## src/rtl/spi_flash_seq.sv

```systemverilog
module spi_flash_seq #(
  parameter int HALF_SLOW = 3,
  parameter int HALF_FAST = 2,
  parameter int BUF_BYTES = 64,
  parameter int GAP_TICKS = 4
) (
  input  logic                            clk,
  input  logic                            rst_n,
  input  logic                            reg_wr,
  input  logic [$clog2(BUF_BYTES)-2:0]    reg_addr,
  input  logic [31:0]                     reg_wdata,
  output logic [31:0]                     reg_rdata,
  output logic                            spi_sck,
  output logic                            spi_cs_n,
  output logic                            spi_mosi,
  input  logic                            spi_miso
);
  localparam int BW   = $clog2(BUF_BYTES);
  localparam int AW   = BW - 1;
  localparam int DIVW = $clog2(HALF_SLOW + HALF_FAST + 1);
  localparam int GW   = $clog2(GAP_TICKS + 1);

  typedef enum logic [2:0] {S_IDLE, S_PFX, S_GAP, S_OP, S_ADR, S_DAT, S_FIN} st_t;

  st_t             st;
  logic [23:0]     faddr;
  logic [15:0]     pfx, otype;
  logic [63:0]     menu;
  logic [7:0]      buf_q [BUF_BYTES];
  logic            done_q, err_q, psel_q, csel_q, dp_q;
  logic [2:0]      idx_q, bitn;
  logic [BW-1:0]   cnt_q, bc;
  logic [DIVW-1:0] dcnt, half_m1;
  logic [GW-1:0]   gcnt;
  logic [7:0]      rx, txb;
  logic            sck_q, cs_q;

  wire [1:0] typ    = otype[{idx_q, 1'b0} +: 2];
  wire [7:0] opc    = menu[{idx_q, 3'b000} +: 8];
  wire       busy   = (st != S_IDLE) && (st != S_FIN);
  wire       go_wr  = reg_wr && (reg_addr == AW'(1)) && reg_wdata[9];
  wire       tick   = (dcnt == half_m1);
  wire       unused_bits = ^{reg_wdata[31:25], reg_wdata[23], reg_wdata[15], reg_wdata[7:4], reg_wdata[1:0]};

  assign half_m1  = csel_q ? DIVW'(HALF_FAST - 1) : DIVW'(HALF_SLOW - 1);
  assign spi_sck  = sck_q;
  assign spi_cs_n = cs_q;
  assign spi_mosi = txb[~bitn];

  always_comb begin
    case (st)
      S_PFX:   txb = psel_q ? pfx[15:8] : pfx[7:0];
      S_OP:    txb = opc;
      S_ADR:   txb = (bc[1:0] == 2'd0) ? faddr[23:16] : (bc[1:0] == 2'd1) ? faddr[15:8] : faddr[7:0];
      S_DAT:   txb = typ[0] ? buf_q[bc] : 8'h00;
      default: txb = 8'h00;
    endcase
  end

  always_comb begin
    reg_rdata = 32'h0;
    if (reg_addr[AW-1])
      reg_rdata = {buf_q[{reg_addr[AW-2:0], 2'd3}], buf_q[{reg_addr[AW-2:0], 2'd2}],
                   buf_q[{reg_addr[AW-2:0], 2'd1}], buf_q[{reg_addr[AW-2:0], 2'd0}]};
    else
      case (reg_addr)
        AW'(0): reg_rdata = {8'h0, faddr};
        AW'(1): reg_rdata = {28'h0, err_q, done_q, 1'b0, busy};
        AW'(2): reg_rdata = {16'h0, pfx};
        AW'(3): reg_rdata = {16'h0, otype};
        AW'(4): reg_rdata = menu[31:0];
        AW'(5): reg_rdata = menu[63:32];
        default: reg_rdata = 32'h0;
      endcase
  end

  always_ff @(posedge clk or negedge rst_n) begin
    if (!rst_n) begin
      st <= S_IDLE; faddr <= '0; pfx <= '0; otype <= '0; menu <= '0;
      done_q <= 1'b0; err_q <= 1'b0; psel_q <= 1'b0; csel_q <= 1'b0; dp_q <= 1'b0;
      idx_q <= '0; bitn <= '0; cnt_q <= '0; bc <= '0; dcnt <= '0; gcnt <= '0;
      rx <= '0; sck_q <= 1'b0; cs_q <= 1'b1;
      for (int i = 0; i < BUF_BYTES; i++) buf_q[i] <= 8'h00;
    end else begin
      if (st == S_FIN) begin
        done_q <= 1'b1;
        st     <= S_IDLE;
      end
      if (reg_wr) begin
        if (reg_addr[AW-1]) begin
          for (int b = 0; b < 4; b++) buf_q[{reg_addr[AW-2:0], 2'(b)}] <= reg_wdata[8*b +: 8];
        end else
          case (reg_addr)
            AW'(0): faddr <= reg_wdata[23:0];
            AW'(1): begin
              if (reg_wdata[2]) done_q <= 1'b0;
              if (reg_wdata[3]) err_q  <= 1'b0;
            end
            AW'(2): pfx   <= reg_wdata[15:0];
            AW'(3): otype <= reg_wdata[15:0];
            AW'(4): menu[31:0]  <= reg_wdata;
            AW'(5): menu[63:32] <= reg_wdata;
            default: ;
          endcase
      end
      if (go_wr && busy) err_q <= 1'b1;
      else if (go_wr) begin
        idx_q  <= reg_wdata[14:12];
        psel_q <= reg_wdata[11];
        cnt_q  <= reg_wdata[16 +: BW];
        dp_q   <= reg_wdata[22];
        csel_q <= reg_wdata[24];
        st     <= reg_wdata[10] ? S_PFX : S_OP;
        cs_q   <= 1'b0; sck_q <= 1'b0; bitn <= '0; bc <= '0; dcnt <= '0; gcnt <= '0;
      end
      if (busy) begin
        dcnt <= tick ? '0 : dcnt + DIVW'(1);
        if (tick) begin
          if (st == S_GAP) begin
            gcnt <= gcnt + GW'(1);
            if (gcnt == GW'(GAP_TICKS - 1)) begin
              st <= S_OP; cs_q <= 1'b0; gcnt <= '0;
            end
          end else if (!sck_q) begin
            sck_q <= 1'b1;
            rx    <= {rx[6:0], spi_miso};
          end else begin
            sck_q <= 1'b0;
            bitn  <= bitn + 3'd1;
            if (bitn == 3'd7)
              case (st)
                S_PFX: begin st <= S_GAP; cs_q <= 1'b1; end
                S_OP: begin
                  bc <= '0;
                  if (typ[1]) st <= S_ADR;
                  else if (dp_q) st <= S_DAT;
                  else begin st <= S_FIN; cs_q <= 1'b1; end
                end
                S_ADR: begin
                  if (bc == BW'(2)) begin
                    bc <= '0;
                    if (dp_q) st <= S_DAT;
                    else begin st <= S_FIN; cs_q <= 1'b1; end
                  end else bc <= bc + BW'(1);
                end
                S_DAT: begin
                  if (!typ[0]) buf_q[bc] <= rx;
                  if (bc == cnt_q) begin st <= S_FIN; cs_q <= 1'b1; end
                  else bc <= bc + BW'(1);
                end
                default: ;
              endcase
          end
        end
      end
    end
  end

  a_r2_sck_in_frame: assert property (@(posedge clk) disable iff (!rst_n) spi_sck |-> !spi_cs_n);
  a_r2_mosi_hold:    assert property (@(posedge clk) disable iff (!rst_n) (spi_sck && $past(spi_sck)) |-> $stable(spi_mosi));
  a_r8_cs_busy:      assert property (@(posedge clk) disable iff (!rst_n) !spi_cs_n |-> busy);
  a_r8_done_follow:  assert property (@(posedge clk) disable iff (!rst_n) $fell(busy) |=> done_q);
  a_r9_go_busy_err:  assert property (@(posedge clk) disable iff (!rst_n) (go_wr && busy) |=> (err_q && busy));
endmodule

```

## config.mk

```make
export PLATFORM = sky130hd
export DESIGN_NAME = spi_flash_seq
export DESIGN_NICKNAME = d
export VERILOG_FILES = /design/src/rtl/spi_flash_seq.sv
export SDC_FILE = /design/constraint.sdc
export NUM_CORES = 2
export LEC_CHECK = 0
export ABC_AREA = 1
export BUFFER_PORTS_ARGS = -buffer_cell sky130_fd_sc_hd__buf_2
export CORE_UTILIZATION = 25
export CTS_BUF_LIST = sky130_fd_sc_hd__clkbuf_8 sky130_fd_sc_hd__clkbuf_16
export DETAILED_ROUTE_END_ITERATION = 6
export GPL_ROUTABILITY_DRIVEN = 0
export PLACE_DENSITY_LB_ADDON = 0.3
export SYNTH_ARGS = -nofsm -noshare
export SYNTH_HDL_FRONTEND = slang
export SYNTH_SLANG_ARGS = --single-unit
```

## constraint.sdc

```tcl
create_clock -name clk -period 2.3 [get_ports clk]
set_input_delay 0 -clock clk [delete_from_list [all_inputs] [get_ports clk]]
set_output_delay 0 -clock clk [all_outputs]
set_load 0.005 [all_outputs]
```

==> impl_metrics.toml <==
[worst_setup_path]
startpoint = "bc[0]$_DFF_PN0_"
r2r-start = "idx_q[0]$_DFFE_PN0P_"
cp.arrival_ns = 3.23
setup.worst_path.start_class = "flop"
path_max_fanout = 10
path_class = "flop to output pin"
endpoint_kind = "output pin"
required_ns = 2.30

[synthesis]
syn_nets = 6005
synth_top_area_share_pct = 41.0
netlist_top_cells_area = "dfrtp_1 41%, nand2_1 15%, o21ai_0 12%"
synthesis.instances = 5956
async_reset_ff_share_pct = 100
ys_ff_latch = 674
synth_top_cell_by_area = "dfrtp_1"
netlist-cell-type-count = 43
synth_ff_type = "dfrtp_1"
netlist_area_um2 = 41100
synth-edff-count = 0
postSynthAreaPerCell_um2 = 6.90
yosysWarnings = 0
ys_seq_area_share_pct = 41.1

[sta]
tns_ns = -77.36
max_freq_mhz = 310
setup_slack_ns = -0.927
clock_skew_ns = 0.0447
fin_crit_sh_pct = 140
tightest_slew_ns = 1.29
setup_viol = 528
drv_slew = 0
maxSlewHeadroom_pct = 14.1
final_hold_viol_count = 0
rsz0062_at_grt = "true"
finalCriticalPeriod_ns = 3.23

[floorplan]
die_w_um = 407
placementRows = 148
io-pin-count = 76
die_h_um = 407
start_util_pct = 25.2
core_um2 = 163000
dieArea_um2 = 166000

[detailed_routing]
wl_met1_mm = 91.3
drt_iter0_markers = 8143
via_per_inst = 5.51
ant_nets = 0
highest_layer = "met5"
dr_wl_met3_mm = 28.0
dr.pass1.iters = 7
drt-wirelength-per-cell_um = 26.5
met2_length_mm = 92.0
wirelength_mm = 227
vias = 47300
drc = 2

[global_routing]
grt_usage_pct = 26.4
antenna_found_initial = 17
grt-ovfl-total = 0
grt_pass1_vias = 42800
grt_max_degree = 90
grt_pass1_wl_mm = 320

[power]
p_per_area_nw_per_um2 = 876
seqPwrFrac_pct = 33.7
p_sw_share_pct = 40.2
p_int_w = 0.0287
ir_drop_uv = 670
p_comb_share_pct = 37.4
clkPwrFrac_pct = 28.9
power.leakage_nw = 26.3
p_switching_w = 0.0193

[clock_tree]
cts_tree = "yes"
numCtsBuffers = 83
root_buffer = "clkbuf_16"
clock_latency_ns = 0.75
clockBufferDepth = 3
clkTransAtPathRegs_ns = 0.06
htreeDepth = 3
cts_sinks = 674

[place]
placed_area_um2 = 48600
port_buffers = 75
dp_hpwl_mm = 161

[run_status]
failed_checks = "design-rule violations, negative setup slack"
status = "finished, violations left"

[final_layout]
multi_input_area_um2 = 21600
syn_to_final_growth_pct = 33.5
fin_util_pct = 33.7
n_fill_cell = 17300
finalNetCount = 6404
final_area_um2 = 54900
drive_above_1_share_pct = 21.3
seqCellArea_um2 = 16900

[worst_hold_path]
hold_path.startpoint = "spi_miso"
hold_class = "primary input to flop"

[job]
drv_cap = 0
[layout make-up]
| class | instances | share of cell area (%) |
|---|---|---|
| repair inverters | 3 | 0.0730 |
| diodes | 7 | 0.0319 |
| inverters | 624 | 4.35 |
| multi-input cells | 4183 | 39.4 |
| clock buffers | 97 | 4.14 |
| clock inverters | 51 | 0.940 |
| well taps | 2175 | 4.96 |
| flip-flops and latches | 674 | 30.8 |
| repair buffers | 786 | 15.3 |
[timing repair]
action | in CTS | in global routing
setup endpoints to repair | 436 | 553
setup buffers | 41 | 8
pin swaps | 122 | 54
hold endpoints to repair | 798 | 0
hold buffers | 43 | 0
gates cloned | 20 | 11
gates resized for setup | 656 | 145
[cells in the final DEF (no fill, tap or decap), types with 32 or more instances in the layout]
cell type	netlist	layout
nand4_1	64	64
buf_4	2	424
nand2_1	1637	1517
dlygate4sd3_1	0	42
o21ai_2	1	42
nand3_1	313	299
o21ai_1	23	163
inv_2	12	144
buf_6	0	76
a21oi_1	213	208
inv_1	599	484
nor2_4	3	32
buf_12	0	139
o21ai_0	996	810
o22ai_1	221	192
nor2_1	288	260
a211oi_1	138	118
dfrtp_1	673	668
o211ai_1	128	128
buf_2	29	72
nand2_2	4	97
clkbuf_16	0	92
[power by group through the flow]
stage	clock (W)	combinational (W)	sequential, W
global placement	0	0.0152	0.0161
global route	0.0144	0.0190	0.0165
floorplan	0	0.00851	0.0156
CTS	0.0140	0.0166	0.0161
finish	0.0139	0.0180	0.0162
detailed placement	0	0.0153	0.0162
[through the flow]
step	cells	setup WS, ns	hold slack, ns	total power [W]
after floorplan	5956	0.112	-0.296	0.0241
after global placement	8334	-0.688	-0.0382	0.0314
after detailed placement	8334	-0.617	-0.0371	0.0315
after CTS	8575	-0.885	0.0710	0.0467
after global routing	8594	-0.930	0.120	0.0499
final	8600	-0.927	0.0909	0.0481
[synth_stat cells (2+ instances only)]
library cell	instances
o21ai_0	996
xnor2_1	5
buf_2	29
inv_1	599
nor2_1	288
a211oi_1	138
o31ai_1	3
nand2_1	1637
dfrtp_1	673
a221oi_1	16
o221ai_1	11
o211ai_1	128
o2111ai_1	3
buf_1	36
nor3_1	6
nand4_1	64
xor2_1	2
o21ai_1	23
nor3_4	2
nand3_1	313
o32ai_1	2
nor2_2	22
nor4_1	2
a22oi_1	12
inv_2	12
nor2_4	3
a22o_1	5
o22ai_1	221
ha_1	8
mux2_2	16
nand2_2	4
a31oi_1	31
a21oi_1	213
buf_4	2
clkinv_1	13
clkbuf_1	411
[flip-flops by register name (all words and copies together) (netlist names)]
signal	flops
menu	64
st	3
faddr	24
cnt_q	6
psel_q	1
idx_q	3
dp_q	1
err_q	1
spi_cs_n	1
rx	8
otype	16
spi_sck	1
buf_q	512
bc	6
dcnt	3
gcnt	3
bitn	3
csel_q	1
done_q	1
pfx	16
[worst max-delay path, cell delays in order, from the launching register on]
cell	delay, ns
dfrtp_4	0.46
buf_12	0.20
buf_16	0.19
clkbuf_16	0.19
nand2_1	0.06
nand3_1	0.10
nand2_2	0.10
o21ai_2	0.16
nand2_1	0.13
nor2_1	0.14
nand2_1	0.08
nand2_1	0.08
nand2_1	0.05
nand3_1	0.08
nand2_1	0.10
nand2_2	0.09
nand2_4	0.10
buf_6	0.14
[metal layers]
metal,vias to the layer above,GRT usage [%]
met1,22600,35.8
met4,12,15.5
met3,697,7.11
met5,-,0
li1,20700,-
met2,3273,37.2
[logic make-up after synthesis]
family | after synthesis | synth area share [%]
and+or+nand+nor | 2344 | 23.1
AOI/OAI and AO/OA | 1805 | 24.8
buffers and inverters | 1102 | 10.2
DFF | 674 | 41.1
muxes | 16 | 0.439
adders and majority gates | 8 | 0.244
xor gates and xnor gates | 7 | 0.149
[final timing paths]
check	to	slack, ns	depth (start not counted)
max in group asynchronous	buf_q[453]$_DFF_PN0_	1.11	5
worst max-delay path	spi_mosi	-0.93	17
worst min register to register	menu[42]$_DFFE_PN0P_	0.49	2
worst max register to register	buf_q[33]$_DFF_PN0_	-0.30	16
worst min-delay path	rx[0]$_DFFE_PN0P_	0.09	4
min in group asynchronous	buf_q[273]$_DFF_PN0_	0.55	4
Power figures use the tool's default switching activity.
